[config.mk]
export PLATFORM = sky130hd
export DESIGN_NAME = sdram_cmd_decoder
export DESIGN_NICKNAME = d
export VERILOG_FILES = /design/src/rtl/sdcmd_pkg.sv /design/src/rtl/sdcmd_strobe_dec.sv /design/src/rtl/sdcmd_bank_tbl.sv /design/src/rtl/sdcmd_mask_pipe.sv /design/src/rtl/sdram_cmd_decoder.sv
export SDC_FILE = /design/constraint.sdc
export NUM_CORES = 1
export LEC_CHECK = 0
export BUFFER_PORTS_ARGS = -buffer_cell sky130_fd_sc_hd__buf_2
export CELL_PAD_IN_SITES_DETAIL_PLACEMENT = 0
export CELL_PAD_IN_SITES_GLOBAL_PLACEMENT = 2
export CORE_MARGIN = 4
export CORE_UTILIZATION = 29
export DETAILED_ROUTE_END_ITERATION = 10
export HOLD_SLACK_MARGIN = 0.08
export PLACE_DENSITY = 0.87
export SKIP_CTS_REPAIR_TIMING = 1
export SLEW_MARGIN = 0
export SYNTH_ARGS = -nofsm -noshare
export SYNTH_HDL_FRONTEND = slang
export SYNTH_SLANG_ARGS = --single-unit
[constraint.sdc]
create_clock -name clk -period 1.75 [get_ports clk]
set_input_delay 0.0875 -clock clk [delete_from_list [all_inputs] [get_ports clk]]
set_output_delay 0.0875 -clock clk [all_outputs]
set_load 0.02 [all_outputs]
[src/rtl/sdcmd_pkg.sv]
package sdcmd_pkg;
  // Output-disable latency of the read mask, in clocks after the write-mask slot.
  localparam int RD_MASK_LAT = 2;

  typedef enum logic [2:0] {
    C_NOP   = 3'd0,
    C_ACT   = 3'd1,
    C_READ  = 3'd2,
    C_WRITE = 3'd3,
    C_PRE   = 3'd4,
    C_REF   = 3'd5,
    C_MRS   = 3'd6,
    C_TERM  = 3'd7
  } cmd_e;
endpackage

[src/rtl/sdcmd_strobe_dec.sv]
module sdcmd_strobe_dec
  import sdcmd_pkg::*;
(
  input  logic cs_n,
  input  logic ras_n,
  input  logic cas_n,
  input  logic we_n,
  output cmd_e cmd_o
);
  always_comb begin
    if (cs_n) begin
      cmd_o = C_NOP;
    end else begin
      unique case ({ras_n, cas_n, we_n})
        3'b011:  cmd_o = C_ACT;
        3'b101:  cmd_o = C_READ;
        3'b100:  cmd_o = C_WRITE;
        3'b010:  cmd_o = C_PRE;
        3'b001:  cmd_o = C_REF;
        3'b000:  cmd_o = C_MRS;
        3'b110:  cmd_o = C_TERM;
        default: cmd_o = C_NOP;
      endcase
    end
  end
endmodule

[src/rtl/sdcmd_bank_tbl.sv]
module sdcmd_bank_tbl
  import sdcmd_pkg::*;
#(
  parameter int BANKS = 4,
  localparam int BA_W = $clog2(BANKS)
) (
  input  logic             clk,
  input  logic             rst_n,
  input  cmd_e             cmd_i,
  input  logic [BA_W-1:0]  ba_i,
  input  logic             ap_i,
  output logic [BANKS-1:0] open_o,
  output logic             closed_hit_o
);
  logic is_rw;
  assign is_rw        = (cmd_i == C_READ) || (cmd_i == C_WRITE);
  assign closed_hit_o = is_rw && !open_o[ba_i];

  for (genvar i = 0; i < BANKS; i++) begin : g_bank
    logic hit, set_b, clr_b;
    assign hit   = (ba_i == BA_W'(i));
    assign set_b = (cmd_i == C_ACT) && hit;
    assign clr_b = ((cmd_i == C_PRE) && (ap_i || hit)) || (is_rw && ap_i && hit);

    always_ff @(posedge clk or negedge rst_n) begin
      if (!rst_n)     open_o[i] <= 1'b0;
      else if (set_b) open_o[i] <= 1'b1;
      else if (clr_b) open_o[i] <= 1'b0;
    end
  end

  // precharge with the all-banks option leaves every bank closed
  p_pre_all_r7: assert property (@(posedge clk) disable iff (!rst_n)
    (cmd_i == C_PRE && ap_i) |=> (open_o == '0));

  // activate opens the addressed bank
  p_act_open_r7: assert property (@(posedge clk) disable iff (!rst_n)
    (cmd_i == C_ACT) |=> open_o[$past(ba_i)]);
endmodule

[src/rtl/sdcmd_mask_pipe.sv]
module sdcmd_mask_pipe #(
  parameter int LAT = 2
) (
  input  logic clk,
  input  logic rst_n,
  input  logic dqm_i,
  output logic wmask_o,
  output logic rd_oe_o
);
  logic [LAT:0] st;

  always_ff @(posedge clk or negedge rst_n) begin
    if (!rst_n) st[0] <= 1'b0;
    else        st[0] <= dqm_i;
  end

  for (genvar i = 1; i <= LAT; i++) begin : g_stage
    always_ff @(posedge clk or negedge rst_n) begin
      if (!rst_n) st[i] <= 1'b0;
      else        st[i] <= st[i-1];
    end
  end

  assign wmask_o = st[0];
  assign rd_oe_o = !st[LAT];
endmodule

[src/rtl/sdram_cmd_decoder.sv]
module sdram_cmd_decoder
  import sdcmd_pkg::*;
#(
  parameter int ROW_W  = 12,
  parameter int COL_W  = 9,
  parameter int BANKS  = 4,
  parameter int AP_BIT = 10
) (
  input  logic                       clk,
  input  logic                       rst_n,
  input  logic                       cke,
  input  logic                       cs_n,
  input  logic                       ras_n,
  input  logic                       cas_n,
  input  logic                       we_n,
  input  logic [$clog2(BANKS)-1:0]   ba,
  input  logic [ROW_W-1:0]           addr,
  input  logic                       dqm,
  output logic [2:0]                 cmd_o,
  output logic [$clog2(BANKS)-1:0]   bank_o,
  output logic [ROW_W-1:0]           addr_o,
  output logic                       autopre_o,
  output logic [BANKS-1:0]           bank_open_o,
  output logic                       err_o,
  output logic                       selfref_o,
  output logic                       wmask_o,
  output logic                       rd_oe_o
);
  localparam int BA_W = $clog2(BANKS);

  cmd_e raw_cmd, eff_cmd, cmd_q;
  logic cke_q, sref_q, accept, sref_enter, is_rw, has_bank, closed_hit;
  logic [BA_W-1:0]  bank_q;
  logic [ROW_W-1:0] addr_q;
  logic ap_q, err_q;

  sdcmd_strobe_dec u_dec (
    .cs_n (cs_n), .ras_n (ras_n), .cas_n (cas_n), .we_n (we_n), .cmd_o (raw_cmd)
  );

  // A command is taken only if the previous edge saw cke high and no self-refresh.
  assign accept     = cke_q && !sref_q;
  assign eff_cmd    = accept ? raw_cmd : C_NOP;
  assign sref_enter = accept && (raw_cmd == C_REF) && !cke;
  assign is_rw      = (eff_cmd == C_READ) || (eff_cmd == C_WRITE);
  assign has_bank   = is_rw || (eff_cmd == C_ACT) || (eff_cmd == C_PRE);

  sdcmd_bank_tbl #(.BANKS(BANKS)) u_banks (
    .clk (clk), .rst_n (rst_n), .cmd_i (eff_cmd), .ba_i (ba),
    .ap_i (addr[AP_BIT]), .open_o (bank_open_o), .closed_hit_o (closed_hit)
  );

  sdcmd_mask_pipe #(.LAT(RD_MASK_LAT)) u_mask (
    .clk (clk), .rst_n (rst_n), .dqm_i (dqm), .wmask_o (wmask_o), .rd_oe_o (rd_oe_o)
  );

  always_ff @(posedge clk or negedge rst_n) begin
    if (!rst_n) begin
      cke_q  <= 1'b1;
      sref_q <= 1'b0;
      cmd_q  <= C_NOP;
      bank_q <= '0;
      addr_q <= '0;
      ap_q   <= 1'b0;
      err_q  <= 1'b0;
    end else begin
      cke_q <= cke;
      if (sref_q) begin
        if (cke) sref_q <= 1'b0;
      end else if (sref_enter) begin
        sref_q <= 1'b1;
      end
      cmd_q  <= eff_cmd;
      bank_q <= has_bank ? ba : '0;
      case (eff_cmd)
        C_ACT, C_MRS:    addr_q <= addr;
        C_READ, C_WRITE: addr_q <= ROW_W'(addr[COL_W-1:0]);
        default:         addr_q <= '0;
      endcase
      ap_q  <= is_rw && addr[AP_BIT];
      err_q <= closed_hit;
    end
  end

  assign cmd_o     = cmd_q;
  assign bank_o    = bank_q;
  assign addr_o    = addr_q;
  assign autopre_o = ap_q;
  assign err_o     = err_q;
  assign selfref_o = sref_q;

  // Edges seen since reset, saturating; used only to guard $past in the checks.
  logic [1:0] edges_q;
  always_ff @(posedge clk or negedge rst_n) begin
    if (!rst_n)              edges_q <= 2'd0;
    else if (edges_q != 2'd3) edges_q <= edges_q + 2'd1;
  end

  // deselected edge yields NOP
  p_cs_nop_r2: assert property (@(posedge clk) disable iff (!rst_n)
    (edges_q != 2'd0 && $past(cs_n)) |-> (cmd_o == C_NOP));

  // cke low suspends decoding at the following edge
  p_suspend_r3: assert property (@(posedge clk) disable iff (!rst_n)
    (edges_q >= 2'd2 && !$past(cke, 2)) |-> (cmd_o == C_NOP));

  // self-refresh persists while cke stays low
  p_sref_hold_r4: assert property (@(posedge clk) disable iff (!rst_n)
    (selfref_o && !cke) |=> selfref_o);

  // nothing is decoded while in self-refresh
  p_sref_quiet_r4: assert property (@(posedge clk) disable iff (!rst_n)
    selfref_o |=> (cmd_o == C_NOP));

  // error only accompanies an access
  p_err_rw_r9: assert property (@(posedge clk) disable iff (!rst_n)
    err_o |-> (cmd_o == C_READ || cmd_o == C_WRITE));

  // read enable trails the write mask by two cycles
  p_rdoe_lat_r11: assert property (@(posedge clk) disable iff (!rst_n)
    (edges_q == 2'd3) |-> (rd_oe_o == !$past(wmask_o, 2)));
endmodule

After elaboration in Yosys (flattened, before gate mapping)
Cells that the tools add are included.

word-level totals
  output and inout port bits = 26
  bits of input ports = 22
  logic and storage cells = 88
  bits in registers = 28

cells by class
  order comparisons = 1
  multiplexer cells = 18
  reduce and logical (&&, ||, !) cells = 40
  eq/ne operators = 15

operators with widths
  cell                number
  $pmux 12 s2         1
  $pmux 3 s7          1
  $eq 3x3->1 const B  6
  $logic_and 1x1->1   17
  $eq 3x2->1 const B  4
  $mux 1              12
  $logic_or 1x1->1    11
  $reduce_bool 2->1   4
  $eq 3x1->1 const B  2
  $mux 3              2
  $eq 2x2->1 const B  2
  $logic_not 1->1     4
  $reduce_or 2->1     2
  $logic_not 3->1     1
  $lt 2x3->1 const B  1
  $bmux 1 s2          1
  $eq 2x1->1 const B  1
  $logic_not 2->1     1
  $mux 2              1

Longest topological paths before layout
  word-level depth = 11
  gate-level depth with buffers = 4
  mapped depth without buffers = 3

Hierarchy
Synthesis repeated with hierarchy kept, for this count alone.

unflattened totals
  cells, all modules = 104
  area total of the unflattened synthesis = 1178.6 um^2

by module, submodules not included
  module             area each (um^2)  times used  cells an instance  seq. area each (um^2)
  sdram_cmd_decoder  780.7             1           66                 526.8
  sdcmd_bank_tbl     271.5             1           26                 100.1
  sdcmd_mask_pipe    78.8              1           4                  75.1
  sdcmd_strobe_dec   47.5              1           8                  0.0

Worst setup path after synthesis
No wires, ideal clock.

  path kind = register to register
  start = register cke_q
  end = register u_banks.open_o[0]
  period minus slack after synthesis = 1416 ps
  slack = 334 ps
  library setup time = 132 ps
  path buffers = 1
  arrival = 1284 ps
  cell stages (with the launch flop) = 5
  data required time = 1618 ps
  cells stage by stage = dfstp_2 or3b_4 buf_6 o221ai_1 nand3_1

between the ends
  longest elaborated chain between the ends = 8
  elaborated cells between the ends (all ways) = 14
  those cells by class = 4 x eq/ne; 2 x mux; 8 x reduce/logical

ends and longest elaborated chain
  what                                RTL line                 source
  from (decl)                         sdram_cmd_decoder.sv:32  logic cke_q, sref_q, accept, sref_enter, is_rw, has_bank, closed_hit;
  from (signal assigned)              sdram_cmd_decoder.sv:67  cke_q <= cke;
  $logic_and 1x1->1 *                 sdram_cmd_decoder.sv:42  assign accept = cke_q && !sref_q;
  $mux 3 *                            sdram_cmd_decoder.sv:43  assign eff_cmd = accept ? raw_cmd : C_NOP;
  $eq 3x2->1                          sdcmd_bank_tbl.sv:16     assign is_rw = (cmd_i == C_READ) || (cmd_i == C_WRITE);
  $logic_or 1x1->1                    sdcmd_bank_tbl.sv:16
  $logic_and 1x1->1 (2 in series)     sdcmd_bank_tbl.sv:23     assign clr_b = ((cmd_i == C_PRE) && (ap_i || hit)) || (is_rw && ap_i && hit);
  $logic_or 1x1->1                    sdcmd_bank_tbl.sv:23
  $reduce_bool 2->1 (no source line)  n/a
  to (signal, indexed assignment)     sdcmd_bank_tbl.sv:26     if (!rst_n) open_o[i] <= 1'b0;
  to (signal, indexed assignment)     sdcmd_bank_tbl.sv:27     else if (set_b) open_o[i] <= 1'b1;
  to (signal, indexed assignment)     sdcmd_bank_tbl.sv:28     else if (clr_b) open_o[i] <= 1'b0;
  to (decl)                           sdcmd_bank_tbl.sv:12     output logic [BANKS-1:0] open_o,

Mark *: on every way between the ends. The rest lies on a longest branch, timed or not.
A chain may end at the register's enable or synchronous reset.

Worst setup path after layout
  start = register cke_q
  end = register addr_q[9], in the netlist addr_o[9]

between the ends
  longest elaborated chain between the ends = 5
  elaborated cells between the ends (all ways) = 9
  those cells by class = 4 x eq/ne; 2 x mux; 3 x reduce/logical

ends and longest elaborated chain
  what                                RTL line                 source
  $logic_and 1x1->1 *                 sdram_cmd_decoder.sv:42
  $mux 3 *                            sdram_cmd_decoder.sv:43
  $eq 3x2->1 (tied with other cells)  sdram_cmd_decoder.sv:75  case (eff_cmd)
  $reduce_or 2->1                     sdram_cmd_decoder.sv:75
  $pmux 12 s2 *                       sdram_cmd_decoder.sv:75
  to (signal assigned)                sdram_cmd_decoder.sv:76  C_ACT, C_MRS: addr_q <= addr;
  to (signal assigned)                sdram_cmd_decoder.sv:77  C_READ, C_WRITE: addr_q <= ROW_W'(addr[COL_W-1:0]);
  to (decl)                           sdram_cmd_decoder.sv:34  logic [ROW_W-1:0] addr_q;

Marks and branches as above.

==> flow_metrics.py <==
metrics = {
    "critical_path": {
        "cp-endpoint": "addr_o[9]",
        "start_kind": "flip-flop",
        "rrSetupSlack_ps": 250,
        "r2r-start": "cke_q",
        "critPathCaptureType": "flip-flop",
        "crit_required_ps": 1960,
        "critical_path_class": "reg -> reg",
        "worstPathMaxFanout": 21,
        "cp-startpoint": "cke_q",
        "r2r_cells": 3,
        "reg2reg_to": "addr_o[9]",
        "crit_arrival_ps": 1700,
    },
    "routing": {
        "drt-initial-drc-count": 30,
        "post_drt_wl_per_cell_microns": 13.4,
        "num_vias": 967,
        "totalWireLength_microns": 2800,
        "vias_per_cell": 4.65,
        "dr.pass1.iters": 4,
        "drc": 0,
        "antenna_left": 0,
    },
    "synth": {
        "synth_compound_area_frac": 0.0804,
        "syn-instance-count": 100,
        "synth-seq-area-share": 0.586,
        "synthMuxAreaShare": 0.0188,
        "syn_avg_cell_area_sq_um": 12.0,
        "synth_edf_count": 0,
        "synthMostInstantiatedCell": "dfrtp_1",
        "synthTopCellsByCount": "dfrtp_1 (27), nor3b_1 (11), nor2_1 (6)",
        "yosysUniqueCellTypes": 34,
        "synth_fa_ha_area_frac": 0,
        "synth_top_family_by_area": "simple AND/OR/NAND/NOR gates",
        "synthSimpleGateAreaFrac": 0.249,
        "netlist_area_sq_mm": 0.00120,
        "synth.top_cells.by_area": "dfrtp_1 (56%), nor3b_1 (6.9%), dfstp_2 (2.2%), a32oi_1 (2.2%), and2_1 (2.1%)",
        "synthArstFlopShare": 1.00,
        "yosys.area.top_type_share": 0.564,
        "synth_warnings": 0,
        "synthesis.nets": 122,
        "yosysTopAreaCell": "dfrtp_1",
        "ys.flop_type": "dfrtp_1",
        "ys_seq_elements": 28,
        "synth_xor_area_frac": 0.0219,
    },
    "grt": {
        "overflow": 0,
        "antenna_found_initial": 0,
        "grtUsageTotal": 0.108,
        "grt_pass1_vias": 996,
        "grt_max_degree": 29,
        "grt_pass1_wl_microns": 4530,
    },
    "min_path": {
        "hold_class": "in -> reg",
    },
    "layout": {
        "area_growth_syn_to_layout_pct": 37.7,
        "fill_cells": 406,
        "utilization": 0.413,
        "n_antenna_cell": 0,
        "nNetsFinal": 181,
        "drive_gt1_frac": 0.367,
        "stdcell_count": 208,
    },
    "sta": {
        "slew_violations": 0,
        "hold_viol": 0,
        "max_freq_ghz": 0.669,
        "period_share": 0.855,
        "worst_slew_pin_slew_ps": 687,
        "clock_skew_ps": 3.73,
        "period_needed_ps": 1500,
        "rsz0062_at_grt": "false",
        "slew_headroom": 0.539,
        "finalSetupTns_ps": 0,
        "setup_viol": 0,
    },
    "clock_network": {
        "cts.sinks": 28,
        "cts_tree": "yes",
        "path_clk_slew_ps": 90,
        "clk_path_buf_depth": 2,
        "clkLatencyLatePin_ps": 260,
        "numCtsBuffers": 3,
        "cts_root_buf": "clkbuf_8",
        "htreeDepth": 1,
    },
    "die": {
        "dieArea_sq_mm": 0.00523,
        "rows": 23,
        "die_x_microns": 72.3,
        "start_util": 0.300,
        "ios": 48,
        "die_y_microns": 72.3,
        "coreArea_sq_mm": 0.00400,
    },
    "power": {
        "pwr-share-comb": 0.159,
        "p_seq_frac": 0.539,
        "power.leakage_nw": 0.779,
        "ir_drop_uv": 252,
        "p_sw_frac": 0.242,
        "powerDensity_mw_per_mm2": 765,
        "pwr-share-clk": 0.303,
        "p_int_w": 0.000957,
        "p_switching_w": 0.000305,
    },
    "placement": {
        "placed_cells": 190,
        "hpwl_microns": 2020,
        "io_buffers": 47,
        "gp_congestion": 0.687,
    },
    "flow_run": {
        "maxCapViolations": 0,
    },
    "run_status": {
        "outcome": "finished, final reports clean",
    },
}
[power by group through the flow]
stage / Combinational, W / Clock (W) / Sequential [W]
after floorplan: 0.0000851 / 0 / 0.000717
after global placement: 0.000175 / 0 / 0.000692
after detailed placement: 0.000179 / 0 / 0.000693
after CTS: 0.000179 / 0.000398 / 0.000680
after global routing: 0.000223 / 0.000427 / 0.000683
final: 0.000200 / 0.000382 / 0.000680
[critical path, stage by stage, from the launching register on]
cell	delay, ps
dfstp_2	550
or3b_4	500
nor3_1	230
and2_1	150
[sequential cells by signal, indices dropped and copies added (netlist names)]
register        cells
u_mask.st           2
addr_o             12
u_banks.open_o      4
cmd_o               3
err_o               1
selfref_o           1
bank_o              2
u_mask.wmask_o      1
autopre_o           1
cke_q               1
[layout by cell type (no fill, tap or decap), drive strengths merged, types with 2 or more instances in the layout]
master       instances
a32oi                3
a21oi                2
dfrtp               27
nor3b               11
clkbuf               4
o21ai                6
dlygate4sd3         14
nand2                2
nor2                 6
nor4bb               2
nor4                 2
inv                  3
buf                 47
nand2b               4
xnor2                2
and2                 4
nor3                 4
[worst min path at each step]
stage | start | to | depth (start not counted)
floorplan | rst_n | addr_o[0] | 0
global placement | rst_n | selfref_o | 1
CTS | rst_n | selfref_o | 1
finish | ba[0] | bank_o[0] | 2
detailed placement | rst_n | err_o | 1
global route | ba[1] | bank_o[1] | 2
[cell type report]
cell class	instances	area, sq um	share of cell area
tap	50	62.6	0.0379
sequential	28	702	0.425
multi-input combinational	62	444	0.269
clock buffer	4	55.1	0.0334
inverter	3	11.3	0.00682
timing repair buffer	61	375	0.227
[cell families after synthesis]
family | count (synthesis)
mux | 1
compound gates | 15
flops | 28
simple gates | 43
buf+inv | 10
xor+xnor | 3
[per-stage QoR]
step / instance area (sq um) / total power (W) / worst slack, ps / hold slack (ps)
global route: 1650 / 0.00133 / 135 / 156
floorplan: 1200 / 0.000802 / 334 / -208
finish: 1650 / 0.00126 / 254 / 158
global placement: 1460 / 0.000867 / 303 / 131
CTS: 1510 / 0.00126 / 235 / -157
detailed placement: 1460 / 0.000872 / 258 / 136
[routing by layer]
metal,track usage,share of wire
met1,0.140,0.45
met2,0.180,0.47
met3,0.0291,0.069
met4,0.0251,0.0021
met5,0,0
Power figures use the tool's default switching activity.
